===== src/rtl/rsv_pkg.sv =====
package rsv_pkg;
  localparam int REG_W   = 8;
  localparam int PWR_BIT = 6;
  localparam int WDT_BIT = 7;
  localparam int NFLAG   = 2;

  // flag index order inside the flag bank
  typedef enum logic [0:0] {
    FLG_PWR = 1'b0,
    FLG_WDT = 1'b1
  } flag_idx_e;

  typedef struct packed {
    logic pwr_low;
    logic manual;
    logic watchdog;
  } req_t;
endpackage


===== src/rtl/rsv_debounce.sv =====
module rsv_debounce #(
  parameter int DEBOUNCE_TICKS = 10
) (
  input  logic clk,
  input  logic rst,
  input  logic tick_i,
  input  logic pin_i,
  input  logic mask_i,
  output logic accept_o
);
  localparam int DW = $clog2(DEBOUNCE_TICKS + 1);
  localparam logic [DW-1:0] LAST = DW'(DEBOUNCE_TICKS - 1);

  logic [DW-1:0] cnt_q;
  logic          acc_q;

  always_ff @(posedge clk) begin
    if (rst) begin
      cnt_q <= '0;
      acc_q <= 1'b0;
    end else if (pin_i || mask_i) begin
      cnt_q <= '0;
      acc_q <= 1'b0;
    end else if (tick_i) begin
      if (cnt_q == LAST) begin
        cnt_q <= '0;
        acc_q <= 1'b1;
      end else begin
        cnt_q <= cnt_q + 1'b1;
        acc_q <= 1'b0;
      end
    end else begin
      acc_q <= 1'b0;
    end
  end

  assign accept_o = acc_q;


  no_self_trigger_chk: assert property (@(posedge clk) disable iff (rst)
    accept_o |-> ($past(!mask_i) && $past(!pin_i)));
endmodule


===== src/rtl/rsv_stretch.sv =====
module rsv_stretch #(
  parameter int PULSE_TICKS = 100
) (
  input  logic clk,
  input  logic rst,
  input  logic tick_i,
  input  logic req_i,
  output logic active_o
);
  localparam int CW = $clog2(PULSE_TICKS + 1);
  localparam logic [CW-1:0] FULL = CW'(PULSE_TICKS);

  logic [CW-1:0] cnt_q, cnt_d;
  logic          act_q;

  always_comb begin
    cnt_d = cnt_q;
    if (req_i)
      cnt_d = FULL;
    else if (tick_i && (cnt_q != '0))
      cnt_d = cnt_q - 1'b1;
  end

  always_ff @(posedge clk) begin
    if (rst) begin
      cnt_q <= FULL;
      act_q <= 1'b1;
    end else begin
      cnt_q <= cnt_d;
      act_q <= (cnt_d != '0);
    end
  end

  assign active_o = act_q;


  req_asserts_chk: assert property (@(posedge clk) disable iff (rst)
    req_i |=> active_o);

  release_on_tick_chk: assert property (@(posedge clk) disable iff (rst)
    $fell(active_o) |-> ($past(tick_i) && $past(!req_i)));
endmodule


===== src/rtl/rsv_flags.sv =====
module rsv_flags
  import rsv_pkg::*;
(
  input  logic             clk,
  input  logic             rst,
  input  logic [NFLAG-1:0] set_i,
  input  logic             wr_i,
  input  logic [REG_W-1:0] wdata_i,
  output logic [NFLAG-1:0] flag_o
);
  for (genvar i = 0; i < NFLAG; i++) begin : g_flag
    localparam int POS = (i == int'(FLG_PWR)) ? PWR_BIT : WDT_BIT;
    localparam logic RST_VAL = (i == int'(FLG_PWR));
    logic q;

    always_ff @(posedge clk) begin
      if (rst)
        q <= RST_VAL;
      else if (set_i[i])
        q <= 1'b1;
      else if (wr_i && !wdata_i[POS])
        q <= 1'b0;
    end

    assign flag_o[i] = q;


    clear_by_zero_chk: assert property (@(posedge clk) disable iff (rst)
      (wr_i && !wdata_i[POS] && !set_i[i]) |=> !flag_o[i]);

    one_keeps_chk: assert property (@(posedge clk) disable iff (rst)
      (!set_i[i] && !(wr_i && !wdata_i[POS])) |=> $stable(flag_o[i]));
  end
endmodule


===== src/rtl/rsv_reset_supervisor.sv =====
module rsv_reset_supervisor
  import rsv_pkg::*;
#(
  parameter int PULSE_TICKS    = 100,
  parameter int DEBOUNCE_TICKS = 10
) (
  input  logic             clk,
  input  logic             rst,
  input  logic             supply_ok_i,
  input  logic             rst_pin_i,
  input  logic             wdt_expire_i,
  input  logic             tick_i,
  input  logic             reg_wr_i,
  input  logic [REG_W-1:0] reg_wdata_i,
  output logic [REG_W-1:0] reg_rdata_o,
  output logic             rst_drive_n_o
);
  req_t             req;
  logic             active;
  logic             man_accept;
  logic [NFLAG-1:0] set_vec;
  logic [NFLAG-1:0] flags;

  rsv_debounce #(.DEBOUNCE_TICKS(DEBOUNCE_TICKS)) u_deb (
    .clk      (clk),
    .rst      (rst),
    .tick_i   (tick_i),
    .pin_i    (rst_pin_i),
    .mask_i   (active),
    .accept_o (man_accept)
  );

  always_comb begin
    req.pwr_low  = !supply_ok_i;
    req.manual   = man_accept;
    req.watchdog = wdt_expire_i;
  end

  rsv_stretch #(.PULSE_TICKS(PULSE_TICKS)) u_str (
    .clk      (clk),
    .rst      (rst),
    .tick_i   (tick_i),
    .req_i    (|req),
    .active_o (active)
  );

  always_comb begin
    set_vec          = '0;
    set_vec[FLG_PWR] = req.pwr_low | req.manual;
    set_vec[FLG_WDT] = req.watchdog;
  end

  rsv_flags u_flg (
    .clk     (clk),
    .rst     (rst),
    .set_i   (set_vec),
    .wr_i    (reg_wr_i),
    .wdata_i (reg_wdata_i),
    .flag_o  (flags)
  );

  always_comb begin
    reg_rdata_o          = '0;
    reg_rdata_o[PWR_BIT] = flags[FLG_PWR];
    reg_rdata_o[WDT_BIT] = flags[FLG_WDT];
  end

  assign rst_drive_n_o = !active;


  wdt_flag_set_chk: assert property (@(posedge clk) disable iff (rst)
    wdt_expire_i |=> (reg_rdata_o[WDT_BIT] && !rst_drive_n_o));

  pwr_flag_set_chk: assert property (@(posedge clk) disable iff (rst)
    !supply_ok_i |=> (reg_rdata_o[PWR_BIT] && !rst_drive_n_o));
endmodule


===== config.mk =====
export PLATFORM = sky130hd
export DESIGN_NAME = rsv_reset_supervisor
export DESIGN_NICKNAME = d
export VERILOG_FILES = /design/src/rtl/rsv_pkg.sv /design/src/rtl/rsv_debounce.sv /design/src/rtl/rsv_stretch.sv /design/src/rtl/rsv_flags.sv /design/src/rtl/rsv_reset_supervisor.sv
export SDC_FILE = /design/constraint.sdc
export NUM_CORES = 1
export LEC_CHECK = 0
export BUFFER_PORTS_ARGS = -buffer_cell sky130_fd_sc_hd__buf_4
export CORE_MARGIN = 2
export CORE_UTILIZATION = 50
export CTS_CLUSTER_SIZE = 40
export DETAILED_ROUTE_END_ITERATION = 8
export HOLD_SLACK_MARGIN = 0.02
export PLACE_DENSITY = 0.77
export SYNTH_ARGS = -nofsm -noshare
export SYNTH_HDL_FRONTEND = slang
export SYNTH_SLANG_ARGS = --single-unit

===== constraint.sdc =====
create_clock -name clk -period 1.9 [get_ports clk]
set_input_delay 0.285 -clock clk [delete_from_list [all_inputs] [get_ports clk]]
set_output_delay 0.285 -clock clk [all_outputs]
set_load 0.05 [all_outputs]

==> results of run 1 <==
-- path summary, 6_finish.rpt --
path / slack, ns / endpoint / start / cells after the start
worst max-delay path: 0.12 / u_str.active_o / u_str.cnt_q[1] / 6
worst min register to register: 0.48 / u_flg.g_flag[0].q / u_deb.accept_o / 2
worst max register to register: 0.12 / u_str.active_o / u_str.cnt_q[1] / 6
worst min-delay path: 0.16 / u_flg.g_flag[1].q / rst / 2
-- registers in the layout, indices dropped and copies added (netlist names) --
| name | flops |
|---|---|
| u_str.active_o | 1 |
| u_str.cnt_q | 7 |
| u_deb.accept_o | 1 |
| u_flg.g_flag.q | 2 |
| u_deb.cnt_q | 4 |
-- area by class of cell --
type	instances	area share, %
sequential	15	31.3
clock inverter	1	0.519
clock buffer	3	2.33
timing repair buffer	15	11.7
multi-input combinational	70	49.0
inverter	8	3.11
tap	16	2.08
-- cells in the mapped netlist (all sizes together) --
cell type,instances
nor3b,2
dfxtp,15
nand3,3
ha,2
a41oi,1
o31ai,2
nand4bb,1
and3,2
a31o,1
inv,8
o211ai,1
o21bai,1
a211oi,1
mux2,1
o21ai,5
a21oi,6
and4b,1
nand2b,2
a2111oi,1
nand2,3
a211o,1
o2111ai,2
or3,2
buf,10
nor2b,2
nor2,11
or3b,1
xnor2,2
nor4,2
conb,1
xor2,3
nor3,2
-- power breakdown --
part	leakage (nW)	switching [W]	internal, W	total, W
Combinational	0.256	0.0000625	0.0000342	0.0000966
Sequential	0.122	0.00000374	0.000319	0.000322
Clock	0.0177	0.000100	0.0000780	0.000178
Total	0.396	0.000166	0.000431	0.000597
-- routing by layer --
layer | vias to the layer above | GRT usage (%) | share of wire [%]
met5 | - | 0 | 0
met4 | 0 | 7.06 | 0.83
met3 | 2 | 3.60 | 2.8
met2 | 14 | 32.9 | 52
met1 | 339 | 19.0 | 45
li1 | 360 | - | -
-- cell families (layout without fill, tap and decap cells) --
group | after synthesis | count (layout) | share of synthesized area, %
compound gates | 22 | 22 | 19.1
buf+inv | 18 | 27 | 12.5
mux | 1 | 1 | 1.76
flops | 15 | 15 | 35.2
other cells | 1 | 6 | 0.440
simple gates | 34 | 34 | 22.9
fa+ha+maj | 2 | 2 | 2.94
xor+xnor | 5 | 5 | 5.14
-- stage by stage --
stage | instance area [um^2] | setup slack [ns] | hold slack, ns | power [W] | utilization [%]
3_5_place_dp | 927 | 0.0117 | 0.461 | 0.000424 | 59.5
5_1_grt | 965 | 0.0238 | 0.156 | 0.000628 | 61.9
6_report | 965 | 0.118 | 0.161 | 0.000597 | 61.9
3_3_place_gp | 927 | 0.0509 | 0.451 | 0.000422 | 59.5
4_1_cts | 955 | 0.0151 | 0.157 | 0.000604 | 61.2
2_1_floorplan | 871 | 0.136 | 0.354 | 0.000410 | -
-- repair_timing --
item                       in CTS  in global routing
setup endpoints to repair       0                  1
resized for setup               0                  4
setup buffers                   0                  0
==> flow_summary.json, run 1 <==
{
  "portBuffers": 11,
  "final_layout_size_suffix_gt1_share_pct": 25.0,
  "fill_cells": 148,
  "grt-ovfl-total": 0,
  "slew_viol_final": 0,
  "die_h_um": 45.3,
  "max_stage_delay_ns": 0.44,
  "wirelength_um": 1570,
  "end_kind": "flop",
  "layout_common_cells": "buf_4 (15), dfxtp_1 (14), nor2_1 (11)",
  "grt_max_degree": 13,
  "grt_usage_pct": 17.6,
  "finalHoldViolations": 0,
  "ctsLongestPathBuffers": 2,
  "power_leakage_nw": 0.396,
  "crit_chain": "inv_1 > ha_1 > or3b_4 > o21ai_4 > mux2_4 > o2111ai_1",
  "routed_via_density": 5.59,
  "syn_inst": 98,
  "setup.worst_path.class": "flop to flop",
  "worst-endpoint-required_ns": 2.09,
  "yosysTopAreaCell": "dfxtp_1",
  "grt_first_pass_wirelength_um": 2600,
  "rows": 14,
  "dp_hpwl_um": 1190,
  "tritoncts": "yes",
  "start_kind": "flop",
  "synth_seq_cells": 15,
  "coreArea_um2": 1560,
  "areaGrowthSynthToFinish_pct": 13.2,
  "nets": 130,
  "ys_seq_area_share_pct": 35.2,
  "start_util_pct": 54.7,
  "drt_iter0_drc": 18,
  "worstSkewPairLatency_ns": 0.28,
  "synth_top_area_share_pct": 35.2,
  "hold_buffers": 0,
  "synth_area_um2": 852,
  "hold_class": "input port to flop",
  "setup_viol": 0,
  "post-route-period-util_pct": 93.8,
  "clock_skew_ns": 0.00497,
  "status": "finished, final reports clean",
  "wire_per_inst_um": 12.3,
  "synth_area_per_cell_um2": 8.69,
  "drcViolationCount": 0,
  "fmax_mhz": 561,
  "multi_input_area_um2": 473,
  "path_buf_inv": 1,
  "gp_congestion": 0.816,
  "yosysUniqueCellTypes": 38,
  "power_density_nw_per_um2": 619,
  "drt.antenna.violating_nets": 0,
  "dr_total_vias": 715,
  "dieArea_um2": 2050,
  "dp.cells": 124,
  "yosys-top-cells-area": "dfxtp_1 (35%), buf_4 (7.0%), nor2_1 (4.8%), a21oi_1 (3.5%), inv_1 (3.5%)",
  "grt_pass1_vias": 655,
  "layout_commonest_cell": "buf_4",
  "cp_max_fo": 6,
  "pin_count": 24,
  "grt_antenna_before_repair": 0,
  "seq_area_um2": 302,
  "layout.cells.non_filler": 128,
  "ctsRootBufferMaster": "clkbuf_4",
  "critPathTopFamily": "simple AND/OR/NAND/NOR gates",
  "cap_viol_max_count": 0,
  "fin_tns_setup_ns": 0,
  "die_w_um": 45.3,
  "clock-sinks": 15,
  "fin_crit_ns": 1.78,
  "peakVddDrop_mv": 0.385,
  "rsz0062_at_grt": "false",
  "clkTransAtPathRegs_ns": 0.09,
  "ys_warn_count": 0,
  "drt_pass1_iterations": 4,
  "num_antenna_cells": 0,
  "htreeDepth": 1,
  "cp_slowest_cell": "or3b_4",
  "cts-buffers-inserted": 3,
  "cp.arrival_ns": 1.98
}
(Power assumes the default switching activity.)
==> run 2: changes to the inputs <==
- CORE_MARGIN: 2 -> 1.5
- CORE_UTILIZATION: 50 -> 53
- CTS_BUF_LIST: default -> sky130_fd_sc_hd__clkbuf_4 sky130_fd_sc_hd__clkbuf_8
- PLACE_DENSITY: 0.77 -> 0.81
==> flow_summary.json, run 2 (synthesized netlist as in run 1, its figures left out) <==
{
  "num_antenna_cells": 0,
  "finalHoldViolations": 0,
  "wire_per_inst_um": 13.2,
  "power_leakage_nw": 0.401,
  "final_area_um2": 985,
  "fin_crit_ns": 1.78,
  "post-route-period-util_pct": 93.5,
  "worstSkewPairLatency_ns": 0.28,
  "peakVddDrop_mv": 0.476,
  "rows": 14,
  "top_regs": "u_str.cnt_q: 7 flops, u_deb.cnt_q: 4 flops, u_flg.g_flag.q: 2 flops",
  "max_stage_delay_ns": 0.44,
  "grt_usage_pct": 19.7,
  "die_w_um": 43.1,
  "ctsRootBufferMaster": "clkbuf_4",
  "areaGrowthSynthToFinish_pct": 15.6,
  "status": "finished, final reports clean",
  "grt_first_pass_wirelength_um": 2740,
  "seq_area_um2": 302,
  "pin_count": 24,
  "grt-ovfl-total": 0,
  "regMostFlops": "u_str.cnt_q",
  "largest_reg_flops": 7,
  "power_density_nw_per_um2": 619,
  "crit_chain": "inv_1 > ha_1 > or3b_4 > o21ai_4 > mux2_4 > o2111ai_1",
  "start_util_pct": 56.6,
  "clock_skew_ns": 0.00247,
  "final.setup.worst_slack_ns": 0.124,
  "start_kind": "flop",
  "drt_iter0_drc": 15,
  "setup_viol": 0,
  "cp_slowest_cell": "or3b_4",
  "layout_commonest_cell": "buf_4",
  "coreArea_um2": 1510,
  "grt_max_degree": 13,
  "multi_input_area_um2": 485,
  "drt.antenna.violating_nets": 0,
  "end_kind": "flop",
  "rsz0062_at_grt": "false",
  "worst-endpoint-required_ns": 2.10,
  "tritoncts": "yes",
  "grt_antenna_before_repair": 0,
  "ctsLongestPathBuffers": 2,
  "clock-sinks": 15,
  "clkTransAtPathRegs_ns": 0.10,
  "dp.cells": 124,
  "wirelength_um": 1700,
  "cts-buffers-inserted": 3,
  "fmax_mhz": 563,
  "fill_cells": 128,
  "pre_cts_ws_ns": -0.00496,
  "cap_viol_max_count": 0,
  "dr_total_vias": 727,
  "dieArea_um2": 1860,
  "hold_class": "input port to flop",
  "routed_via_density": 5.64,
  "htreeDepth": 1,
  "nets": 131,
  "gp_congestion": 0.811,
  "final_layout_size_suffix_gt1_share_pct": 25.7,
  "slew_viol_final": 0,
  "drt_pass1_iterations": 4,
  "layout_common_cells": "buf_4 (16), dfxtp_1 (14), nor2_1 (11)",
  "die_h_um": 43.1,
  "drcViolationCount": 0,
  "dp_hpwl_um": 1160,
  "fin_tns_setup_ns": 0,
  "grt_pass1_vias": 684,
  "cp_max_fo": 6,
  "setup.worst_path.class": "flop to flop",
  "layout.cells.non_filler": 129,
  "portBuffers": 11,
  "dpl_cell_area_um2": 927,
  "cp.arrival_ns": 1.98
}
[run 2: per-stage QoR]
| step | util, % | hold slack (ns) | power (W) |
|---|---|---|---|
| after floorplan | - | 0.354 | 0.000410 |
| after global placement | 61.5 | 0.450 | 0.000422 |
| after detailed placement | 61.5 | 0.460 | 0.000424 |
| after CTS | 63.5 | 0.149 | 0.000611 |
| after global routing | 65.4 | 0.144 | 0.000633 |
| final | 65.4 | 0.155 | 0.000609 |
[run 2: final cells by class]
| cell class | instances | area share [%] |
|---|---|---|
| clock buffers | 3 | 2.29 |
| clock inverters | 1 | 0.508 |
| inverters | 8 | 3.05 |
| multi-input cells | 70 | 49.3 |
| flip-flops and latches | 15 | 30.6 |
| well taps | 16 | 2.03 |
| repair buffers | 16 | 12.2 |
[run 2: what timing repair did]
action / 4_1_cts / 5_1_grt
resized for setup: 1 / 4
pin swaps: 0 / 1
setup buffers: 0 / 1
hold buffers: 0 / 0
setup endpoints to repair: 1 / 1
[run 2: where the power goes]
group	total, W	switching [W]	internal, W
Clock	0.000187	0.000108	0.0000782
Combinational	0.000100	0.0000646	0.0000358
Sequential	0.000322	0.00000349	0.000319
Total	0.000609	0.000177	0.000433
[run 2: worst max-delay path, delay by kind of cell (launching register included)]
family	cells	cell delay [ns]
simple gates	1	0.44
buf+inv	1	0.11
fa+ha+maj	1	0.19
mux	1	0.32
flops	1	0.32
compound gates	2	0.31
[run 2: final timing paths]
path / endpoint / depth (start not counted) / from / slack [ns]
max: u_str.active_o / 6 / u_str.cnt_q[0] / 0.12
min: u_flg.g_flag[1].q / 2 / rst / 0.16
max reg2reg: u_str.active_o / 6 / u_str.cnt_q[0] / 0.12
min reg2reg: u_flg.g_flag[1].q / 2 / u_flg.g_flag[1].q / 0.48
[run 2: metal layers]
layer	share of wire, %	vias to the layer above	GRT usage [%]
met2	53	17	34.3
met4	1.2	0	7.88
met3	3.8	2	6.81
met5	0	-	0
met1	42	346	21.3
li1	-	362	-
